$ cat src/rtl/adc_seq_pkg.sv
package adc_seq_pkg;
  localparam int NUM_CH = 13;
  localparam int CH_W   = 4;
  localparam int RES_W  = 12;
  localparam int LO_W   = 10;
  localparam int CNT_W  = 4;
  localparam int BLOG_W = 3;
  localparam int WCNT_W = 7;
  localparam int ORD_W  = 4;
  localparam int CFG_W  = NUM_CH;
  localparam int AW     = CH_W + WCNT_W;
  localparam int SLOT_W = 2;

  typedef enum logic [1:0] {ST_IDLE, ST_START, ST_WAIT} seq_st_e;

  typedef struct packed {
    logic              en;
    logic              res12;
    logic              scan;
    logic              ordered;
    logic [1:0]        nsh;
    logic [CNT_W-1:0]  smpi;
    logic [BLOG_W-1:0] blog;
    logic [NUM_CH-1:0] mask;
    logic [CH_W-1:0]   base;
  } seq_cfg_t;
endpackage

$ cat src/rtl/adc_seq_cfg.sv
module adc_seq_cfg
  import adc_seq_pkg::*;
(
  input  logic             clk_i,
  input  logic             rst_ni,
  input  logic             we_i,
  input  logic [1:0]       addr_i,
  input  logic [CFG_W-1:0] wdata_i,
  output seq_cfg_t         cfg_o,
  output logic             irq_clr_o,
  output logic             mask_wr_o
);
  seq_cfg_t cfg_q;

  always_ff @(posedge clk_i or negedge rst_ni) begin
    if (!rst_ni) begin
      cfg_q <= '0;
    end else if (we_i) begin
      case (addr_i)
        2'd0: begin
          cfg_q.en      <= wdata_i[0];
          if (!cfg_q.en) cfg_q.res12 <= wdata_i[1];
          cfg_q.scan    <= wdata_i[2];
          cfg_q.ordered <= wdata_i[3];
          cfg_q.nsh     <= wdata_i[5:4];
          cfg_q.smpi    <= wdata_i[9:6];
          cfg_q.blog    <= wdata_i[12:10];
        end
        2'd1: cfg_q.mask <= wdata_i;
        2'd2: cfg_q.base <= (wdata_i[CH_W-1:0] > CH_W'(NUM_CH-1)) ?
                            CH_W'(NUM_CH-1) : wdata_i[CH_W-1:0];
        default: ;
      endcase
    end
  end

  assign cfg_o     = cfg_q;
  assign irq_clr_o = we_i && (addr_i == 2'd3) && wdata_i[0];
  assign mask_wr_o = we_i && (addr_i == 2'd1);

  assert_res_locked_R3: assert property (@(posedge clk_i) disable iff (!rst_ni)
    $past(cfg_q.en) |-> $stable(cfg_q.res12));
  assert_base_range_R1: assert property (@(posedge clk_i) disable iff (!rst_ni)
    cfg_q.base <= CH_W'(NUM_CH-1));
endmodule

$ cat src/rtl/adc_seq_scan.sv
module adc_seq_scan
  import adc_seq_pkg::*;
(
  input  logic [NUM_CH-1:0] mask_i,
  input  logic [CH_W-1:0]   prev_i,
  output logic [CH_W-1:0]   next_o
);
  logic found;

  // next set bit above prev, else lowest set bit, else 0
  always_comb begin
    next_o = '0;
    found  = 1'b0;
    for (int i = 0; i < NUM_CH; i++) begin
      if (!found && mask_i[i] && (CH_W'(i) > prev_i)) begin
        next_o = CH_W'(i);
        found  = 1'b1;
      end
    end
    for (int i = 0; i < NUM_CH; i++) begin
      if (!found && mask_i[i]) begin
        next_o = CH_W'(i);
        found  = 1'b1;
      end
    end
  end
endmodule

$ cat src/rtl/adc_seq_addr.sv
module adc_seq_addr
  import adc_seq_pkg::*;
(
  input  logic              clk_i,
  input  logic              rst_ni,
  input  logic              clr_i,
  input  logic              wr_i,
  input  logic              wrap_i,
  input  logic              ordered_i,
  input  logic [BLOG_W-1:0] blog_i,
  input  logic [CH_W-1:0]   ch_i,
  output logic [AW-1:0]     addr_o
);
  logic [ORD_W-1:0]  ord_q;
  logic [WCNT_W-1:0] wcnt_q [NUM_CH];
  logic [WCNT_W-1:0] wcnt_sel;
  logic [WCNT_W-1:0] wmask;

  always_ff @(posedge clk_i or negedge rst_ni) begin
    if (!rst_ni)     ord_q <= '0;
    else if (clr_i)  ord_q <= '0;
    else if (wr_i)   ord_q <= wrap_i ? '0 : ord_q + 1'b1;
  end

  for (genvar g = 0; g < NUM_CH; g++) begin : g_wcnt
    always_ff @(posedge clk_i or negedge rst_ni) begin
      if (!rst_ni)                            wcnt_q[g] <= '0;
      else if (clr_i)                         wcnt_q[g] <= '0;
      else if (wr_i && ch_i == CH_W'(g))      wcnt_q[g] <= wcnt_q[g] + 1'b1;
    end
  end

  always_comb begin
    wcnt_sel = '0;
    for (int i = 0; i < NUM_CH; i++)
      if (ch_i == CH_W'(i)) wcnt_sel = wcnt_q[i];
  end

  assign wmask  = ~({WCNT_W{1'b1}} << blog_i);
  assign addr_o = ordered_i ? AW'(ord_q)
                            : ((AW'(ch_i) << blog_i) | AW'(wcnt_sel & wmask));

  assert_ord_restart_R7: assert property (@(posedge clk_i) disable iff (!rst_ni)
    (wr_i && wrap_i && !clr_i) |=> (ord_q == '0));
endmodule

$ cat src/rtl/adc_seq_dma.sv
module adc_seq_dma
  import adc_seq_pkg::*;
(
  input  logic             clk_i,
  input  logic             rst_ni,
  input  logic             cfg_we_i,
  input  logic [1:0]       cfg_addr_i,
  input  logic [CFG_W-1:0] cfg_wdata_i,
  input  logic             trigger_i,
  output logic             conv_start_o,
  output logic [CH_W-1:0]  conv_ch_o,
  input  logic             conv_done_i,
  input  logic [RES_W-1:0] conv_result_i,
  output logic             dma_we_o,
  output logic [AW-1:0]    dma_addr_o,
  output logic [RES_W-1:0] dma_data_o,
  output logic             dma_req_o,
  output logic             irq_o
);
  seq_cfg_t          cfg;
  logic              irq_clr, mask_wr;
  seq_st_e           state_q;
  logic [SLOT_W-1:0] slot_q, slot_last;
  logic [CH_W-1:0]   first_q, scan_ptr_q, scan_next, first_sel, cur_ch;
  logic [CH_W:0]     ch_sum;
  logic [CNT_W-1:0]  seq_cnt_q;
  logic              res_wr, seq_end, irq_evt;
  logic [AW-1:0]     addr_gen;

  adc_seq_cfg u_cfg (
    .clk_i, .rst_ni, .we_i(cfg_we_i), .addr_i(cfg_addr_i), .wdata_i(cfg_wdata_i),
    .cfg_o(cfg), .irq_clr_o(irq_clr), .mask_wr_o(mask_wr)
  );

  adc_seq_scan u_scan (.mask_i(cfg.mask), .prev_i(scan_ptr_q), .next_o(scan_next));

  always_comb begin
    if (cfg.res12) slot_last = '0;
    else case (cfg.nsh)
      2'd0:    slot_last = 2'd0;
      2'd1:    slot_last = 2'd1;
      default: slot_last = 2'd3;
    endcase
  end

  assign first_sel = cfg.scan ? scan_next : cfg.base;
  assign ch_sum    = {1'b0, first_q} + {{(CH_W+1-SLOT_W){1'b0}}, slot_q};
  assign cur_ch    = (ch_sum >= (CH_W+1)'(NUM_CH)) ? CH_W'(ch_sum - (CH_W+1)'(NUM_CH))
                                                   : CH_W'(ch_sum);
  assign res_wr    = cfg.en && (state_q == ST_WAIT) && conv_done_i;
  assign seq_end   = res_wr && (slot_q == slot_last);
  assign irq_evt   = seq_end && (seq_cnt_q == cfg.smpi);

  assign conv_start_o = (state_q == ST_START);
  assign conv_ch_o    = cur_ch;

  adc_seq_addr u_addr (
    .clk_i, .rst_ni, .clr_i(!cfg.en), .wr_i(res_wr), .wrap_i(irq_evt),
    .ordered_i(cfg.ordered), .blog_i(cfg.blog), .ch_i(cur_ch), .addr_o(addr_gen)
  );

  always_ff @(posedge clk_i or negedge rst_ni) begin
    if (!rst_ni) begin
      state_q    <= ST_IDLE;
      slot_q     <= '0;
      first_q    <= '0;
      scan_ptr_q <= '1;
      seq_cnt_q  <= '0;
      dma_we_o   <= 1'b0;
      dma_addr_o <= '0;
      dma_data_o <= '0;
      dma_req_o  <= 1'b0;
    end else if (!cfg.en) begin
      state_q    <= ST_IDLE;
      scan_ptr_q <= '1;
      seq_cnt_q  <= '0;
      dma_we_o   <= 1'b0;
      dma_req_o  <= 1'b0;
    end else begin
      dma_we_o  <= 1'b0;
      dma_req_o <= 1'b0;
      case (state_q)
        ST_IDLE: if (trigger_i) begin
          first_q <= first_sel;
          if (cfg.scan) scan_ptr_q <= scan_next;
          slot_q  <= '0;
          state_q <= ST_START;
        end
        ST_START: state_q <= ST_WAIT;
        default: if (conv_done_i) begin
          dma_we_o   <= 1'b1;
          dma_addr_o <= addr_gen;
          dma_data_o <= cfg.res12 ? conv_result_i
                                  : {{(RES_W-LO_W){1'b0}}, conv_result_i[LO_W-1:0]};
          if (slot_q == slot_last) begin
            state_q   <= ST_IDLE;
            seq_cnt_q <= irq_evt ? '0 : seq_cnt_q + 1'b1;
            dma_req_o <= irq_evt;
          end else begin
            slot_q  <= slot_q + 1'b1;
            state_q <= ST_START;
          end
        end
      endcase
      if (mask_wr) scan_ptr_q <= '1;
    end
  end

  always_ff @(posedge clk_i or negedge rst_ni) begin
    if (!rst_ni)      irq_o <= 1'b0;
    else if (irq_evt) irq_o <= 1'b1;
    else if (irq_clr) irq_o <= 1'b0;
  end

  assert_ch_range_R1: assert property (@(posedge clk_i) disable iff (!rst_ni)
    conv_start_o |-> (conv_ch_o < CH_W'(NUM_CH)));
  assert_narrow_data_R2: assert property (@(posedge clk_i) disable iff (!rst_ni)
    (dma_we_o && !cfg.res12) |-> (dma_data_o[RES_W-1:LO_W] == '0));
  assert_single_slot_R4: assert property (@(posedge clk_i) disable iff (!rst_ni)
    (conv_start_o && cfg.res12) |-> (slot_q == '0));
  assert_req_irq_R6: assert property (@(posedge clk_i) disable iff (!rst_ni)
    dma_req_o |-> (irq_o && dma_we_o));
  assert_irq_hold_R5: assert property (@(posedge clk_i) disable iff (!rst_ni)
    ($past(irq_o) && !$past(irq_clr)) |-> irq_o);
  assert_start_en_R10: assert property (@(posedge clk_i) disable iff (!rst_ni)
    conv_start_o |-> cfg.en);
  assert_write_follows_R11: assert property (@(posedge clk_i) disable iff (!rst_ni)
    res_wr |=> dma_we_o);
endmodule

$ cat config.mk
export PLATFORM = sky130hd
export DESIGN_NAME = adc_seq_dma
export DESIGN_NICKNAME = d
export VERILOG_FILES = /design/src/rtl/adc_seq_pkg.sv /design/src/rtl/adc_seq_cfg.sv /design/src/rtl/adc_seq_scan.sv /design/src/rtl/adc_seq_addr.sv /design/src/rtl/adc_seq_dma.sv
export SDC_FILE = /design/constraint.sdc
export NUM_CORES = 1
export LEC_CHECK = 0
export ABC_AREA = 1
export BUFFER_PORTS_ARGS = -buffer_cell sky130_fd_sc_hd__buf_2
export CORE_AREA = 2 2 134 136
export DETAILED_ROUTE_END_ITERATION = 6
export DIE_AREA = 0 0 136 138
export PLACE_DENSITY = 0.83
export SLEW_MARGIN = 20
export SYNTH_ARGS = -nofsm -noshare
export SYNTH_HDL_FRONTEND = slang
export SYNTH_SLANG_ARGS = --single-unit
$ cat constraint.sdc
create_clock -name clk_i -period 5.7 [get_ports clk_i]
set_input_delay 0.285 -clock clk_i [delete_from_list [all_inputs] [get_ports clk_i]]
set_output_delay 0.285 -clock clk_i [all_outputs]
set_load 0.02 [all_outputs]
Word level (Yosys, flattened, before mapping)
Index checks and enable logic that the tools add are counted.
{"block": "totals", "latch_bits": 0, "rom_bits": 0, "ff_bits": 167, "ram_bits": 0, "input_bits": 32, "mem_count": 0, "out_inout_bits": 31}
{"block": "classes", "mux": 127, "div_mod_pow": 0, "n_reduce_logical": 100, "n_eq_ne": 44, "n_addsub": 18, "multipliers": 0, "n_shift": 2, "order_cmp": 15, "n_bitwise": 6}
{"operator": "$mux 7", "n": 39}
{"operator": "$mux 4", "n": 34}
{"operator": "$add 7x1->7 const B", "n": 13}
{"operator": "$logic_and 1x1->1", "n": 58}
{"operator": "$mux 1", "n": 36}
{"operator": "$ne 2x1->1 const B", "n": 14}
{"operator": "$logic_not 1->1", "n": 25}
{"operator": "$eq 4x4->1 const B", "n": 5}
{"operator": "$gt 4x4->1 const A", "n": 5}
{"operator": "$mux 2", "n": 9}
{"operator": "$eq 4x3->1 const B", "n": 4}
{"operator": "$gt 3x4->1 const A", "n": 4}
{"operator": "$reduce_and 3->1", "n": 5}
{"operator": "$mux 12", "n": 1}
{"operator": "$mux 3", "n": 4}
{"operator": "$ne 3x3->1 const B", "n": 4}
{"operator": "$pmux 2 s2", "n": 3}
{"operator": "$mux 11", "n": 1}
{"operator": "$or 11x11->11", "n": 1}
{"operator": "$shl 4x3->11", "n": 1}
{"operator": "$ne 2x2->1 const B", "n": 5}
{"operator": "$add 4x1->4 const B", "n": 2}
{"operator": "$eq 4x2->1 const B", "n": 2}
{"operator": "$gt 1x4->1 const A", "n": 2}
{"operator": "22 further kinds", "n": 35}

Logic depth before layout (Yosys ltp)
Gate-level depths: netlist of the first run.
{"block": "depth", "ltp_word": 95, "ltp_mapped": 25}

By module
From an unflattened synthesis of the first run, not the netlist that was laid out.
{"block": "hier_totals", "cells_unflattened": 1305, "area_unflattened_um2": 9884.5}
{"mod": "adc_seq_addr", "cells_per_inst": 801, "area_per_inst_um2": 5926.9, "instances": 1, "seq_area_each_um2": 2377.3}
{"mod": "adc_seq_dma", "cells_per_inst": 268, "area_per_inst_um2": 2090.8, "instances": 1, "seq_area_each_um2": 1056.0}
{"mod": "adc_seq_cfg", "cells_per_inst": 137, "area_per_inst_um2": 1287.5, "instances": 1, "seq_area_each_um2": 750.7}
{"mod": "adc_seq_scan", "cells_per_inst": 99, "area_per_inst_um2": 579.3, "instances": 1, "seq_area_each_um2": 0.0}

Worst setup path after synthesis of the first run
No wires, ideal clock.
{"block": "synth_path", "path_kind": "register to register", "from": "register slot_q[0]", "to": "register u_addr.wcnt_q[83] (netlist name)", "required_time_ns": 5.563, "period_less_slack_ns": 3.183, "path_slack_ns": 2.517, "path_buffers": 0, "t_arrival_ns": 3.046, "path_stages_with_launch": 22, "cell_sequence": "dfrtp_1 > ha_1 > fa_1 > inv_1 > ha_1 > nand2_1 > nand2_1 > nand2_2 > nand2_4 > nand2_1 > nand2_4 > inv_1 > nand2_2 > nor2_4 > o21ai_1 > inv_2 > nand2_1 > nor2_2 > nand2_1 > nor2_1 > and3_1 > nor3_2"}
{"block": "synth_via", "elab_chain_cells": 6, "elab_cells_between_ends": 7}
{"item": "start, declared", "line": "adc_seq_dma.sv:23", "rtl": "logic [SLOT_W-1:0] slot_q, slot_last;"}
{"item": "start signal, assigned", "line": "adc_seq_dma.sv:100", "rtl": "slot_q <= slot_q + 1'b1;"}
{"item": "$add 4x2->5 (*)", "line": "adc_seq_dma.sv:47", "rtl": "assign ch_sum = {1'b0, first_q} + {{(CH_W+1-SLOT_W){1'b0}}, slot_q};"}
{"item": "$sub 4x4->4 / $ge 5x4->1 (equally long branches)", "line": "adc_seq_dma.sv:48", "rtl": "assign cur_ch = (ch_sum >= (CH_W+1)'(NUM_CH)) ? CH_W'(ch_sum - (CH_W+1)'(NUM_CH))"}
{"item": "$mux 4 (*)", "line": "adc_seq_dma.sv:48"}
{"item": "net conv_ch_o[0]", "line": "adc_seq_dma.sv:11", "rtl": "output logic [CH_W-1:0] conv_ch_o,"}
{"item": "$eq 4x1->1 (*)", "line": "adc_seq_addr.sv:29", "rtl": "else if (wr_i && ch_i == CH_W'(g)) wcnt_q[g] <= wcnt_q[g] + 1'b1;"}
{"item": "$logic_and 1x1->1 (*)", "line": "adc_seq_addr.sv:29"}
{"item": "$ne 2x1->1 (no line) (*)"}
{"item": "end signal, assigned by index", "line": "adc_seq_addr.sv:29"}
{"item": "end, declared", "line": "adc_seq_addr.sv:15", "rtl": "logic [WCNT_W-1:0] wcnt_q [NUM_CH];"}
Mark *: on every way through the listed nets, which the timed path passes. The rest lies on a longest branch.
A chain may end at the register's enable or synchronous reset.

Worst setup path after layout of the first run
{"block": "layout_path", "from": "register state_q[1]", "to": "register u_addr.wcnt_q[83] (netlist name)"}
{"block": "layout_via", "elab_chain_cells": 5}
{"item": "start, declared", "line": "adc_seq_dma.sv:22", "rtl": "seq_st_e state_q;"}
{"item": "start signal, assigned", "line": "adc_seq_dma.sv:64", "rtl": "state_q <= ST_IDLE;"}
{"item": "start signal, assigned", "line": "adc_seq_dma.sv:74", "rtl": "state_q <= ST_IDLE;"}
{"item": "start signal, assigned", "line": "adc_seq_dma.sv:87", "rtl": "state_q <= ST_START;"}
{"item": "$eq 2x2->1", "line": "adc_seq_dma.sv:50", "rtl": "assign res_wr = cfg.en && (state_q == ST_WAIT) && conv_done_i;"}
{"item": "$logic_and 1x1->1 (2 in series)", "line": "adc_seq_dma.sv:50"}
{"item": "$logic_and 1x1->1", "line": "adc_seq_addr.sv:29"}
{"item": "$ne 2x1->1 (no line)"}
No other way between the ends.

==> results of run 1 <==
-- worst min-delay path by stage --
stage | endpoint | from | cells after the start | slack, ns
2_1_floorplan | dma_addr_o[0] | rst_ni | 0 | -0.01
6_report | u_addr.wcnt_q[59] | rst_ni | 1 | -0.005
5_1_grt | u_addr.wcnt_q[57] | rst_ni | 1 | 0.06
3_3_place_gp | dma_data_o[4] | dma_data_o[4] | 2 | 0.45
3_5_place_dp | dma_data_o[4] | dma_data_o[4] | 2 | 0.45
4_1_cts | u_addr.wcnt_q[59] | rst_ni | 1 | 0.03
-- through the flow --
stage | cells | hold slack (ns) | worst slack, ns | power [W] | cell area (sq um)
detailed placement | 1496 | 0.4541 | 1.913 | 0.003411 | 9915
CTS | 1528 | 0.02754 | 1.862 | 0.004600 | 10510
global placement | 1496 | 0.4521 | 2.018 | 0.003369 | 9915
finish | 1528 | -0.005190 | 1.846 | 0.004587 | 10510
floorplan | 1224 | -0.01059 | 2.518 | 0.002895 | 9374
global route | 1528 | 0.05688 | 1.399 | 0.004873 | 10510
-- sequential cells by signal (all words and copies together) (netlist names) --
name and cells:
seq_cnt_q 4, u_cfg.cfg_o 30, dma_addr_o 11, state_q 2, dma_req_o 1, slot_q 2
dma_data_o 12, scan_ptr_q 4, irq_o 1, first_q 4, dma_we_o 1, u_addr.ord_q 4
u_addr.wcnt_q 91
-- kinds of logic (layout without fill, tap and decap cells) --
kind of cell               Yosys count  in the layout  share of synthesized area, %
AOI/OAI and AO/OA                  245            245                         14.16
DFF                                167            167                         44.63
adders and majority gates           20             20                         2.750
muxes                                1              1                        0.1201
xor gates and xnor gates            17             17                         1.668
and+or+nand+nor                    563            563                         28.12
buffers and inverters              211            286                         8.542
-- synthesized netlist by cell type, types with 4 or more instances --
master / n
nand3_1: 58
nor3_1: 36
nor3_2: 7
o21ai_2: 4
o21ai_1: 12
dfstp_2: 4
o41ai_1: 4
dfrtp_1: 163
nand2_4: 5
o21ai_0: 117
nand4_1: 19
nor2_2: 23
xor2_1: 10
o21bai_1: 4
xnor2_1: 6
clkbuf_1: 18
and3_1: 8
a21oi_1: 83
inv_2: 20
ha_1: 19
nor2_4: 10
inv_1: 164
nand2_2: 12
nor2_1: 85
nand2_1: 288
nand4_2: 4
o22ai_1: 6
-- layout by cell type (no fill, tap or decap), drive strengths merged, types with 8 or more instances in the layout --
| master | Yosys | layout |
|---|---|---|
| buf | 4 | 65 |
| a21oi | 83 | 83 |
| xor2 | 10 | 10 |
| and3 | 8 | 8 |
| nand4 | 23 | 23 |
| nand2 | 305 | 305 |
| nor2 | 119 | 119 |
| o21ai | 134 | 134 |
| dfrtp | 163 | 163 |
| inv | 185 | 196 |
| clkbuf | 18 | 19 |
| ha | 19 | 19 |
| nand3 | 59 | 59 |
| nor3 | 44 | 44 |
-- metal layers --
layer | track usage [%] | vias to the layer above | share of wire, %
li1 | - | 4109 | -
met1 | 33.90 | 3944 | 44
met2 | 41.13 | 230 | 48
met3 | 4.840 | 52 | 5.3
met4 | 10.31 | 0 | 3.0
met5 | 0 | - | 0
-- critical path, stage by stage, from the launching register on --
cell     delay (ns)
dfrtp_1        0.40
nand2_1        0.11
nor2_2         0.53
inv_2          0.37
nor2_2         0.50
inv_1          0.48
nand2_1        0.43
o21ai_1        0.14
inv_2          0.14
nand2_1        0.07
nor2_2         0.09
nand2_1        0.08
nor2_1         0.13
and3_1         0.18
nor3_2         0.04
-- power breakdown --
group	internal (W)	switching, W
clock network	0.000645	0.000530
logic	0.000553	0.00140
registers	0.00133	0.000131
-- final cells by class --
type	instances	area share, %
Sequential cell	167	39.83
Clock inverter	13	1.334
Inverter	189	6.799
Timing Repair Buffer	65	3.227
Tap cell	229	2.727
Multi-Input combinational cell	846	41.77
Clock buffer	19	4.311
==> results.cfg, run 1 <==
[status]
status = finished, violations left
violations = negative hold slack

[placement]
place.gp.congestion = 0.9172
io_buffers = 62
hpwl_mm = 15.91

[global_route]
grt_max_degree = 110
grt_pass1_vias = 8118
grt_overflow = 0
antenna_found_initial = 0
grtUsageTotal_pct = 25.51
grt_pass1_wl_mm = 38.50

[critical_path]
worstPathMaxFanout = 28
r2r-start = state_q[1]
crit_start = state_q[1]
r2r_end = u_addr.wcnt_q[83]
r2r_slack_ns = 1.85
r2r_cells = 14
endpoint_kind = flip-flop
worstPathArrival_ns = 4.15
worstPathRequired_ns = 6.00
startpoint_type = flip-flop
crit_end = u_addr.wcnt_q[83]
path_class = flip-flop to flip-flop

[floorplanning]
die_h_microns = 138
design.die.area_sq_mm = 0.01877
pin_count = 63
core_sq_mm = 0.01753
initial_core_util_pct = 53.46
rows = 49
dieWidth_microns = 136

[finish]
diodes = 0
fin_util_pct = 59.93
multiInputGateArea_sq_mm = 0.004389
drive_gt1_share_pct = 15.24
fill_cells = 1519
synthToLayoutAreaGrowth_pct = 12.09
final-seq-area_sq_mm = 0.004185
fin_nets = 1338

[sta]
slew_viol_final = 0
fmax_ghz = 0.2594
fin_worst_skew_ns = 0.01121
finalCritPeriodShare_pct = 67.62
rsz0062_at_grt = no
period_minus_slack_ns = 3.854
hold_slack_ns = -0.005190
finalHoldViolCount = 3
setup_tns_ns = 0
tightest_slew_ns = 0.9890
max_slew_margin_pct = 34.07
setup_viol_count_final = 0

[power]
powerDensity_mw_per_mm2 = 436.6
ir_drop_uv = 435.1
p_leak_nw = 4.973

[drt]
drc = 0
dr_total_vias = 8335
drt-initial-drc-count = 764
totalWireLength_mm = 22.52
ant_nets = 0
wire_per_inst_microns = 14.74
dr.pass1.iters = 6
via_per_inst = 5.455

[yosys]
synth_area_sq_mm = 0.009374
ys_ff_latch = 167
synth-main-ff-cell = dfrtp_1
synth_edf_count = 0
syn_area_per_cell_sq_um = 7.658
yosys.area.top_type = dfrtp_1
synth.distinct_cells = 52
yosys-top-cells-area = dfrtp_1 (44%), nand2_1 (12%), inv_1 (6.6%), o21ai_0 (6.2%), a21oi_1 (4.4%)
synth_nets = 1276
yosys_warnings = 0
synthArstFlopShare_pct = 100.0
yosysTopAreaCellShare_pct = 43.51
yosysSeqAreaShare_pct = 44.63
syn_inst = 1224

[cts]
cts_setup_buffers = 0
cts.path.max_buffers = 2
cts_root_buf = clkbuf_16
numCtsBuffers = 17
cts_tree = yes
post_cts_resize_count = 0
insertion_delay_ns = 0.44
clk_pin_slew_ns = 0.07
h-tree-depth = 4
postCtsHoldBufs = 0
clock-sinks = 167

[run]
drv_cap = 0

[worst_hold_path]
timing.hold.worst.class = input port to asynchronous set/reset pin
(Power assumes the default switching activity.)
==> run 2, diff against run 1 <==
- PLACE_DENSITY: 0.83 -> 0.85
- clock period: 5.7 -> 3.39 ns (I/O delays scaled with it)
==> run 2 against run 1 <==
Compared with the run above: the run ends with negative setup slack left; routed wire length up 13%; critical endpoint is now u_addr.wcnt_q[5]; cell count up 4.3%; worst hold slack better by 0.013 ns; die area unchanged; critical path depth up 4; fmax up 12%; utilization up 5.2 points; setup slack worse by 1.9 ns; sequential share of layout area down 3.2 points; flip-flop and latch count unchanged.
==> results.cfg, run 2 (synthesis results as in run 1) <==
[placement]
hpwl_mm = 16.40
pre_cts_ws_ns = -0.07056
io_buffers = 62
place.gp.congestion = 0.9301
dpl_cell_area_sq_mm = 0.01000

[sta]
finalWorstSetupSlack_ns = -0.06641
fmax_ghz = 0.2893
hold_slack_ns = 0.007474
fin_worst_skew_ns = 0.01370
tightest_slew_ns = 0.8670
rsz0062_at_grt = yes
max_slew_margin_pct = 42.04
slew_viol_final = 0
period_minus_slack_ns = 3.456
finalCritPeriodShare_pct = 102.0
setup_viol_count_final = 3
finalHoldViolCount = 0

[finish]
finish.instance_area_sq_mm = 0.01142
fill_cells = 1382
final_cell_mix = nand2_1 (270), dfrtp_1 (162), inv_1 (160), o21ai_0 (108), a21oi_1 (82)
diodes = 0
largest-register = u_addr.wcnt_q
final-seq-area_sq_mm = 0.004185
multiInputGateArea_sq_mm = 0.004716
synthToLayoutAreaGrowth_pct = 21.85
drive_gt1_share_pct = 21.68
fin_nets = 1404
largest_reg_flops = 91
final_common_cell = nand2_1

[critical_path]
crit_start = first_q[0]
startpoint_type = flip-flop
r2r_cells = 18
worstPathRequired_ns = 3.73
path_class = flip-flop to flip-flop
worstPathArrival_ns = 3.79
worstPathMaxFanout = 7
endpoint_kind = flip-flop
r2r_slack_ns = -0.07
r2r-start = first_q[0]
r2r_end = u_addr.wcnt_q[5]

[floorplanning]
dieWidth_microns = 136
die_h_microns = 138
rows = 49
pin_count = 63
design.die.area_sq_mm = 0.01877
core_sq_mm = 0.01753
initial_core_util_pct = 53.46

[cts]
cts_root_buf = clkbuf_16
clk_pin_slew_ns = 0.08
clock-sinks = 167
insertion_delay_ns = 0.44
numCtsBuffers = 17
cts_tree = yes
h-tree-depth = 4
cts.path.max_buffers = 2

[status]
status = finished, violations left
violations = negative setup slack

[power]
ir_drop_uv = 651.6
power_w = 0.008916
p_leak_nw = 5.459
power_frac_comb_pct = 49.8
p_sw_w = 0.004055
switching_share_pct = 45.48
pwr-share-clk_pct = 22.4
p_int_w = 0.004861
powerDensity_mw_per_mm2 = 780.6
seqPwrFrac_pct = 27.8

[drt]
drt-initial-drc-count = 1013
dr.pass1.iters = 6
ant_nets = 0
drc = 0
dr_total_vias = 9069
wire_per_inst_microns = 16.00
totalWireLength_mm = 25.51
via_per_inst = 5.689

[worst_hold_path]
worstHoldEndpoint = u_cfg.cfg_o[13]
hold_path_depth = 3
hold_start = cfg_wdata_i[9]
timing.hold.worst.class = input port to flip-flop

[run]
drv_cap = 0

[global_route]
grt_max_degree = 81
grt_pass1_wl_mm = 39.62
grt_pass1_vias = 8445
antenna_found_initial = 0
grtUsageTotal_pct = 26.24
grt_overflow = 0
==> run 2: changes by cell type in the layout (fill, tap and decap cells not counted), sizes merged <==
cell         delta
clkbuf          -1
dlygate4sd3    +19
buf            +47
clkinvlp        +1
==> run 2: through the flow <==
stage	setup TNS (ns)	cells	util (%)
final	-0.09554	1594	65.14
after detailed placement	-0.07706	1506	57.04
after global routing	-2.242	1594	65.14
after CTS	0	1559	61.70
after global placement	0	1506	57.04
after floorplan	0	1224	-
==> run 2: repair_timing <==
item	CTS	global route
buffers inserted	2	35
gates cloned	0	0
hold endpoints to repair	97	0
hold buffers	19	0
endpoints found under the setup margin	3	45
gates resized for setup	2	94
pin swaps	1	37
==> run 2: worst max path at each step <==
stage                        end  slack, ns  cells past startpoint
2_1_floorplan  u_addr.wcnt_q[83]       0.21                     21
3_3_place_gp       dma_addr_o[0]       0.01                     22
3_5_place_dp       dma_addr_o[0]      -0.07                     22
4_1_cts            dma_addr_o[4]       0.02                     22
5_1_grt            dma_addr_o[4]      -0.19                     23
6_report        u_addr.wcnt_q[5]      -0.07                     18
==> run 2: layout make-up <==
cell class	instances	area share, %
multi-input combinational	846	41.29
clock buffer	18	3.757
inverter	189	6.386
timing repair buffer	131	7.865
tap	229	2.508
clock inverter	14	1.555
sequential	167	36.64
==> run 2: per-layer routing <==
metal,routed length (microns),track usage [%],vias to the layer above
met1,10020,32.31,4308
met4,948,10.20,0
met5,0,0,-
met3,1827,5.941,90
li1,-,-,4245
met2,12710,44.59,426
==> run 2: critical path, stage by stage, from the launching register on <==
cell and delay, ns:
dfrtp_1 0.40, ha_2 0.20, fa_2 0.57, inv_4 0.06, ha_4 0.15, nand2_2 0.07, nand2_2 0.07, nand2_4 0.10
nand2_8 0.10, o21ai_4 0.28, nand2_8 0.12, nor3_4 0.29, inv_4 0.09, nor2_4 0.16, nand4_1 0.21, nor2_1 0.17
nand2_1 0.10, o21ai_1 0.14, a21oi_1 0.06
==> run 2: power groups by stage <==
stage	logic, W	clock network, W	registers (W)
finish	0.00444	0.00200	0.00248
global route	0.00479	0.00211	0.00250
CTS	0.00338	0.00200	0.00246
detailed placement	0.00329	0	0.00249
global placement	0.00320	0	0.00248
floorplan	0.00229	0	0.00258
==> run 3, diff against run 2 <==
- PLACE_DENSITY: 0.85 -> 0.79
==> run 3 against run 2 <==
Compared with the run above: the run still ends with negative setup slack left; global-route usage shrank 0.75 points; setup slack gained 0.046 ns; sequential power is essentially flat; critical path type unchanged; worst hold slack gained 0.0044 ns; cell count shrank 0.44%; sequential share of layout area grew 0.35 points; via count shrank 5.3%.
==> results.cfg, run 3 (synthesis results as in run 1) <==
[power]
power_w = 0.008650
ir_drop_uv = 753.3
p_leak_nw = 5.385
powerDensity_mw_per_mm2 = 764.5

[critical_path]
r2r_end = dma_addr_o[5]
worstPathArrival_ns = 3.75
worstPathCellList = ha_2 > fa_2 > inv_2 > a21oi_2 > inv_1 > nand2_2 > nand2_4 > buf_4 > nand3_4 > nand2_8 > nand2_4 > nor2_4 > nand2_1 > nand3_2 > nor2_2 > nand4_1 > nor2_1 > nand4_1 > o21bai_1 > nand2_1 > nand2_1 > nand2_1
r2r-start = slot_q[0]
path_buf_inv = 3
worstPathMaxFanout = 7
endpoint_kind = flip-flop
r2r_slack_ns = -0.02
crit_slowest_cell = fa_2
max_stage_delay_ns = 0.59
path_class = flip-flop to flip-flop
r2r_cells = 22
crit_top_cell = nand2_1
worstPathRequired_ns = 3.73
critical-path-top-delay-family = simple AND/OR/NAND/NOR gates
startpoint_type = flip-flop

[placement]
place.gp.congestion = 0.9404
hpwl_mm = 15.92
io_buffers = 62
pre_cts_ws_ns = -0.09579
dp.cells = 1508
dpl_cell_area_sq_mm = 0.01002

[global_route]
grt_pass1_vias = 8144
grtUsageTotal_pct = 25.49
grt_pass1_wl_mm = 38.50
grt_max_degree = 74
grt_overflow = 0
antenna_found_initial = 0

[sta]
hold_slack_ns = 0.01192
fmax_ghz = 0.2932
rsz0062_at_grt = yes
finalWorstSetupSlack_ns = -0.02055
finalHoldViolCount = 0
setup_viol_count_final = 1
tightest_slew_ns = 0.8621
finalCritPeriodShare_pct = 100.6
max_slew_margin_pct = 42.36
slew_viol_final = 0
fin_worst_skew_ns = 0.01184
period_minus_slack_ns = 3.411

[status]
status = finished, violations left
violations = negative setup slack

[worst_hold_path]
hold_path_depth = 3
hold_start = cfg_wdata_i[9]
timing.hold.worst.class = input port to flip-flop
worstHoldEndpoint = u_cfg.cfg_o[23]

[finish]
final_cell_mix = nand2_1 (273), dfrtp_1 (162), inv_1 (161), o21ai_0 (114), a21oi_1 (82)
synthToLayoutAreaGrowth_pct = 20.70
fin_nets = 1397
finalNonFillerCells = 1587
largest_reg_flops = 91
largest-register = u_addr.wcnt_q
final_common_cell = nand2_1
finish.instance_area_sq_mm = 0.01131
diodes = 0
drive_gt1_share_pct = 20.84

[cts]
insertion_delay_ns = 0.44
cts_root_buf = clkbuf_16
h-tree-depth = 4
clock-sinks = 167
clk_pin_slew_ns = 0.08
cts.path.max_buffers = 2
numCtsBuffers = 17
cts_tree = yes

[drt]
wire_per_inst_microns = 14.85
totalWireLength_mm = 23.57
dr_total_vias = 8588
ant_nets = 0
drc = 0
via_per_inst = 5.411
drt-initial-drc-count = 641
dr.pass1.iters = 6

[run]
drv_cap = 0

[floorplanning]
pin_count = 63
dieWidth_microns = 136
initial_core_util_pct = 53.46
die_h_microns = 138
core_sq_mm = 0.01753
design.die.area_sq_mm = 0.01877
rows = 49
==> run 3: area by class of cell <==
| class | instances | area, sq um |
|---|---|---|
| Clock buffer | 17 | 425.4 |
| Clock inverter | 15 | 175.2 |
| Fill cell | 1415 | 6220 |
| Inverter | 189 | 729.5 |
| Multi-Input combinational cell | 846 | 4663 |
| Sequential cell | 167 | 4185 |
| Tap cell | 229 | 286.5 |
| Timing Repair Buffer | 124 | 849.6 |
==> run 3: timing repair <==
item                       4_1_cts  5_1_grt
pin swaps                        1       44
hold buffers                    19        0
setup endpoints to repair        5       57
resized for setup                6       73
hold endpoints to repair        80        0
setup buffers                    1       27
==> run 3: per-stage QoR <==
| stage | utilization [%] | setup TNS [ns] |
|---|---|---|
| global placement | 57.13 | 0 |
| floorplan | - | 0 |
| finish | 64.53 | -0.02055 |
| detailed placement | 57.13 | -0.1825 |
| CTS | 61.82 | 0 |
| global route | 64.53 | -2.333 |
==> run 3: power by group <==
group	leakage (nW)	switching [W]	internal, W	total, W
Sequential	2.23	0.000225	0.00224	0.00247
Clock	0.290	0.000953	0.000996	0.00195
Combinational	2.87	0.00278	0.00146	0.00423
==> run 3: worst min-delay path: stages <==
cell,delay (ns)
buf_2,0.10
inv_1,0.07
o21ai_0,0.08
==> run 3: how the worst max path moves through the flow <==
stage | startpoint | to | depth (start not counted) | slack (ns)
after detailed placement | slot_q[0] | dma_addr_o[0] | 22 | -0.1
after CTS | slot_q[0] | u_addr.wcnt_q[55] | 20 | 0.0008
after global routing | slot_q[0] | dma_addr_o[5] | 22 | -0.20
after global placement | slot_q[0] | dma_addr_o[3] | 24 | 0.01
final | slot_q[0] | dma_addr_o[5] | 22 | -0.02
after floorplan | slot_q[0] | u_addr.wcnt_q[83] | 21 | 0.21
==> run 3: per-layer routing <==
metal / global-route usage [%] / share of wire (%)
met1: 33.38 / 43
met2: 42.87 / 50
met3: 5.097 / 5.5
met4: 7.346 / 2.2
met5: 0 / 0
